`config.mk`:
```
export PLATFORM = sky130hd
export DESIGN_NAME = mw_eeprom_master
export DESIGN_NICKNAME = d
export VERILOG_FILES = /design/src/rtl/mw_eeprom_master.sv
export SDC_FILE = /design/constraint.sdc
export NUM_CORES = 1
export LEC_CHECK = 0
export ABC_AREA = 1
export BUFFER_PORTS_ARGS = -buffer_cell sky130_fd_sc_hd__buf_2
export CORE_UTILIZATION = 60
export DETAILED_ROUTE_END_ITERATION = 12
export PLACE_DENSITY = 0.79
export SYNTH_ARGS = -nofsm -noshare
export SYNTH_HDL_FRONTEND = slang
export SYNTH_SLANG_ARGS = --single-unit
```
`constraint.sdc`:
```
create_clock -name clk -period 4.3 [get_ports clk]
set_input_delay 1.29 -clock clk [delete_from_list [all_inputs] [get_ports clk]]
set_output_delay 1.29 -clock clk [all_outputs]
set_load 0.05 [all_outputs]
```
`src/rtl/mw_eeprom_master.sv`:
```
module mw_eeprom_master #(
  parameter int HALF_PERIOD_CYCLES = 5000,
  parameter int POLL_LIMIT         = 10000,
  parameter int ADDR_W             = 6,
  parameter int DATA_W             = 16
) (
  input  logic              clk,
  input  logic              rst_n,
  input  logic              start,
  input  logic [2:0]        op,
  input  logic [ADDR_W-1:0] addr,
  input  logic [DATA_W-1:0] wdata,
  output logic              busy,
  output logic              done,
  output logic [DATA_W-1:0] rdata,
  output logic              timeout_err,
  output logic              ee_cs,
  output logic              ee_sk,
  output logic              ee_di,
  input  logic              ee_do
);

  localparam int FRAME_W = ADDR_W + 3;
  localparam int SEQ_W   = FRAME_W + DATA_W;
  localparam int TMR_W   = $clog2(HALF_PERIOD_CYCLES + 1);
  localparam int LEFT_W  = $clog2(SEQ_W + 1);
  localparam int RCNT_W  = $clog2(DATA_W + 1);
  localparam int PCNT_W  = $clog2(POLL_LIMIT + 1);

  localparam logic [2:0] OP_RD = 3'd0;
  localparam logic [2:0] OP_WR = 3'd1;
  localparam logic [2:0] OP_ER = 3'd2;
  localparam logic [2:0] OP_EN = 3'd3;
  localparam logic [2:0] OP_DS = 3'd4;

  typedef enum logic [3:0] {
    S_IDLE, S_SEL, S_CLO, S_CHI, S_GAP, S_RHI, S_RLO,
    S_DESEL, S_RESEL, S_POLL, S_END
  } state_t;

  state_t            state;
  logic [TMR_W-1:0]  tmr;
  logic [SEQ_W-1:0]  shreg;
  logic [LEFT_W-1:0] left;
  logic [RCNT_W-1:0] rcnt;
  logic [PCNT_W-1:0] pcnt;
  logic [2:0]        op_q;
  logic              do_m, do_s;
  logic [1:0]        pre;
  logic [ADDR_W-1:0] fld;

  wire tick   = (tmr == TMR_W'(HALF_PERIOD_CYCLES - 1));
  wire accept = (state == S_IDLE) && start && (op <= OP_DS);

  assign busy  = (state != S_IDLE);
  assign ee_cs = !(state inside {S_IDLE, S_DESEL, S_END});
  assign ee_sk = (state == S_CHI) || (state == S_RHI);
  assign ee_di = ((state == S_CLO) || (state == S_CHI)) && shreg[SEQ_W-1];

  always_comb begin
    pre = 2'b00;
    fld = addr;
    case (op)
      OP_RD: pre = 2'b10;
      OP_WR: pre = 2'b01;
      OP_ER: pre = 2'b11;
      OP_EN: fld = '1;
      OP_DS: fld = '0;
      default: ;
    endcase
  end

  always_ff @(posedge clk or negedge rst_n) begin
    if (!rst_n) begin
      do_m <= 1'b0;
      do_s <= 1'b0;
    end else begin
      do_m <= ee_do;
      do_s <= do_m;
    end
  end

  always_ff @(posedge clk or negedge rst_n) begin
    if (!rst_n) tmr <= '0;
    else if (state == S_IDLE || tick) tmr <= '0;
    else tmr <= tmr + 1'b1;
  end

  always_ff @(posedge clk or negedge rst_n) begin
    if (!rst_n) begin
      state       <= S_IDLE;
      shreg       <= '0;
      left        <= '0;
      rcnt        <= '0;
      pcnt        <= '0;
      op_q        <= OP_RD;
      rdata       <= '0;
      timeout_err <= 1'b0;
      done        <= 1'b0;
    end else begin
      done <= 1'b0;
      if (accept) begin
        op_q        <= op;
        shreg       <= {1'b1, pre, fld, wdata};
        left        <= (op == OP_WR) ? LEFT_W'(SEQ_W) : LEFT_W'(FRAME_W);
        timeout_err <= 1'b0;
        state       <= S_SEL;
      end else if (state != S_IDLE && tick) begin
        case (state)
          S_SEL: state <= S_CLO;
          S_CLO: state <= S_CHI;
          S_CHI: begin
            shreg <= shreg << 1;
            left  <= left - 1'b1;
            state <= (left == LEFT_W'(1)) ? S_GAP : S_CLO;
          end
          S_GAP: begin
            rcnt <= '0;
            if (op_q == OP_RD) state <= S_RHI;
            else if (op_q == OP_WR || op_q == OP_ER) state <= S_DESEL;
            else state <= S_END;
          end
          S_RHI: begin
            rdata <= {rdata[DATA_W-2:0], do_s};
            state <= S_RLO;
          end
          S_RLO: begin
            rcnt  <= rcnt + 1'b1;
            state <= (rcnt == RCNT_W'(DATA_W - 1)) ? S_END : S_RHI;
          end
          S_DESEL: state <= S_RESEL;
          S_RESEL: begin
            pcnt  <= '0;
            state <= S_POLL;
          end
          S_POLL: begin
            if (do_s) state <= S_END;
            else if (pcnt == PCNT_W'(POLL_LIMIT - 1)) begin
              timeout_err <= 1'b1;
              state       <= S_END;
            end else pcnt <= pcnt + 1'b1;
          end
          S_END: begin
            done  <= 1'b1;
            state <= S_IDLE;
          end
          default: state <= S_IDLE;
        endcase
      end
    end
  end

  p_di_hold_r3: assert property (@(posedge clk) disable iff (!rst_n)
    (ee_sk && $past(ee_sk)) |-> $stable(ee_di));

  p_sk_selected_r3: assert property (@(posedge clk) disable iff (!rst_n)
    $rose(ee_sk) |-> (ee_cs && $past(ee_cs)));

  p_done_single_r9: assert property (@(posedge clk) disable iff (!rst_n)
    done |=> !done);

  p_done_not_busy_r9: assert property (@(posedge clk) disable iff (!rst_n)
    done |-> !busy);

  p_idle_quiet_r8: assert property (@(posedge clk) disable iff (!rst_n)
    !busy |-> (!ee_cs && !ee_sk && !ee_di));

  p_err_deselect_r7: assert property (@(posedge clk) disable iff (!rst_n)
    $rose(timeout_err) |-> !ee_cs);

  p_busy_from_start_r10: assert property (@(posedge clk) disable iff (!rst_n)
    $rose(busy) |-> ($past(start) && $past(op) <= OP_DS));

endmodule

```
==> flow_summary.ini <==
[run_status]
outcome = completed

[detailed_routing]
wl_per_cell_um = 13.0
drtIter0Drc = 227
vias_per_cell = 5.42
drt_pass1_iterations = 4
drcViolationCount = 0
ant_nets = 0
detailroute.via_count = 4431
drt_wl_total_mm = 10.6

[logic_synthesis]
yosys_warnings = 0
syn_nets = 699
synth-seq-cells = 89
yosys.area.top_type_share_pct = 45.2
synthTopCellsByArea = dfrtp_1 (45%), nand2_1 (18%), nand3_1 (7.8%), nor2_1 (4.7%), inv_1 (3.7%)
yosysTopAreaCell = dfrtp_1
synth_seq_area_share_pct = 45.2
synth_cell_types = 36
synth_area_per_cell_sq_um = 7.41
syn_inst = 664
synth_area_sq_um = 4920

[floorplanning]
die_h_um = 92.6
fp-row-count = 32
die_width_um = 92.6
die_area_sq_um = 8570
pin_count = 51
core_sq_um = 7850
start_util_pct = 62.7

[setup_path]
r2r_cells = 7
cp-start-kind = register
crit_type = register to output port
worstPathArrival_ps = 1950
required_ps = 3010
critical_path.max_fanout = 17
end_kind = output port

[timing]
setup_viol = 0
setup_slack_ps = 1060
tightest_slew_ps = 821
fin_skew_ps = 16.5
slew_headroom_pct = 45.1
clock.fmax_mhz = 308
hold_viol = 0
rsz0062_at_grt = false
timing.final.crit_period_ps = 3240
finalSetupTns_ps = 0
finalCritPeriodShare_pct = 75.4
final_max_slew_viol_count = 0

[clocking]
cts_max_path_buffers = 2
cts-resized-gates = 0
clk_latency_ps = 370
post_cts_buffers = 0
root_buffer = clkbuf_8
ctsHoldBuffers = 0
clkTransAtPathRegs_ps = 90
cts_tree = built
clock-sinks = 89
htree_levels = 3
cts_inserted_buffers = 9

[placement]
dp_slack_ps = 1460
portBuffers = 50
dp_cells = 801
placed_cell_area_sq_um = 5230
gp_congestion = 0.918
hpwl_mm = 7.41

[power]
ir_drop_mv = 0.296
leakage_uw = 0.00280
p_per_area_nw_per_um2 = 453

[grt]
grt_pass1_vias = 4044
grt_use_total_pct = 26.5
antenna_found_initial = 0
overflow = 0
grt_max_degree = 62
grt_first_pass_wirelength_mm = 18.2

[finish]
n_antenna_cell = 0
final_core_util_pct = 69.5
area_growth_pct = 10.9
fin_area_sq_um = 5460
instances_no_fill = 817
drive_above_1_share_pct = 14.1
finalNetCount = 745

[job]
max_cap_violations = 0

[worst_hold_path]
hp-class = register to register
hold_depth = 0
==> report_power, final <==
part | internal (uW) | total [uW] | switching, uW
clock network | 333 | 650 | 316
registers | 993 | 1100 | 107
logic | 223 | 725 | 502
==> cell usage in the layout (no fill, tap or decap), types with 3 or more instances in the layout <==
cell	n
nand2_1	242
o21ai_0	23
inv_2	6
nor2_2	8
dfrtp_1	89
nor4_1	3
nor2_1	60
a21oi_1	10
o211ai_1	13
nor3b_1	7
nand2_2	6
buf_4	5
clkbuf_8	9
o21bai_1	3
buf_2	49
nand4_1	8
ha_1	6
o21ai_1	4
nand3_1	77
inv_1	49
xor2_1	5
nor3_1	11
==> state kept, by name, summed over array words and instances, names as in the netlist <==
name	cells
rdata	16
left	5
state	4
rcnt	5
done	1
pcnt	14
do_m	1
do_s	1
shreg	25
timeout_err	1
tmr	13
op_q	3
==> per-layer routing <==
metal / vias up / global-route usage (%) / wire length [um]
met4: 0 / 11.7 / 231
met1: 2058 / 36.0 / 4870
met5: - / 0 / 0
met3: 21 / 3.45 / 474
li1: 2225 / - / -
met2: 127 / 42.6 / 5020
==> cell families after synthesis <==
family          Yosys count  share of synthesized area, %
simple gates            435                          39.4
flops                    89                          45.2
xor+xnor                  6                          1.07
compound gates           54                          6.40
fa+ha+maj                 6                          1.52
buf+inv                  74                          6.33
==> synth_stat cells (all sizes together) <==
cell      n
ha        6
nand4     9
xnor2     1
o21ai    27
nand3b    1
inv      55
o211a     1
clkbuf    5
o211ai   13
xor2      5
nor3     12
nor2     72
nand2   249
nor3b     7
a21oi    10
buf      14
nand3    80
nor4      3
dfrtp    89
or2       1
and3      1
o21bai    3
==> area by class of cell <==
| type | instances | area [sq um] |
|---|---|---|
| clock buffers | 9 | 124 |
| inverters | 55 | 206 |
| multi-input cells | 501 | 2390 |
| well taps | 102 | 128 |
| fillers | 654 | 2390 |
| repair buffers | 54 | 283 |
| clock inverters | 7 | 103 |
| flip-flops and latches | 89 | 2230 |
==> stage by stage <==
| step | power (uW) | hold slack (ps) |
|---|---|---|
| 4_1_cts | 2490 | 363 |
| 6_report | 2470 | 357 |
| 2_1_floorplan | 1660 | 331 |
| 5_1_grt | 2630 | 365 |
| 3_3_place_gp | 1800 | 339 |
| 3_5_place_dp | 1840 | 341 |
==> worst max-delay path: stages, from the launching register on <==
cell,delay [ps]
dfrtp_1,460
inv_2,90
nor2_2,150
inv_1,100
nor2_4,350
inv_1,110
nand2_1,80
buf_2,250
==> path summary, 6_finish.rpt <==
check                          from         to  slack [ps]
max in group asynchronous     rst_n     tmr[2]        2590
hold / removal                 do_m       do_s         360
hold reg to reg                do_m       do_s         360
min in group asynchronous     rst_n  rdata[11]         980
setup / recovery           state[0]      ee_sk        1060
setup reg to reg           state[3]    left[3]        1810
Power figures use the tool's default switching activity.
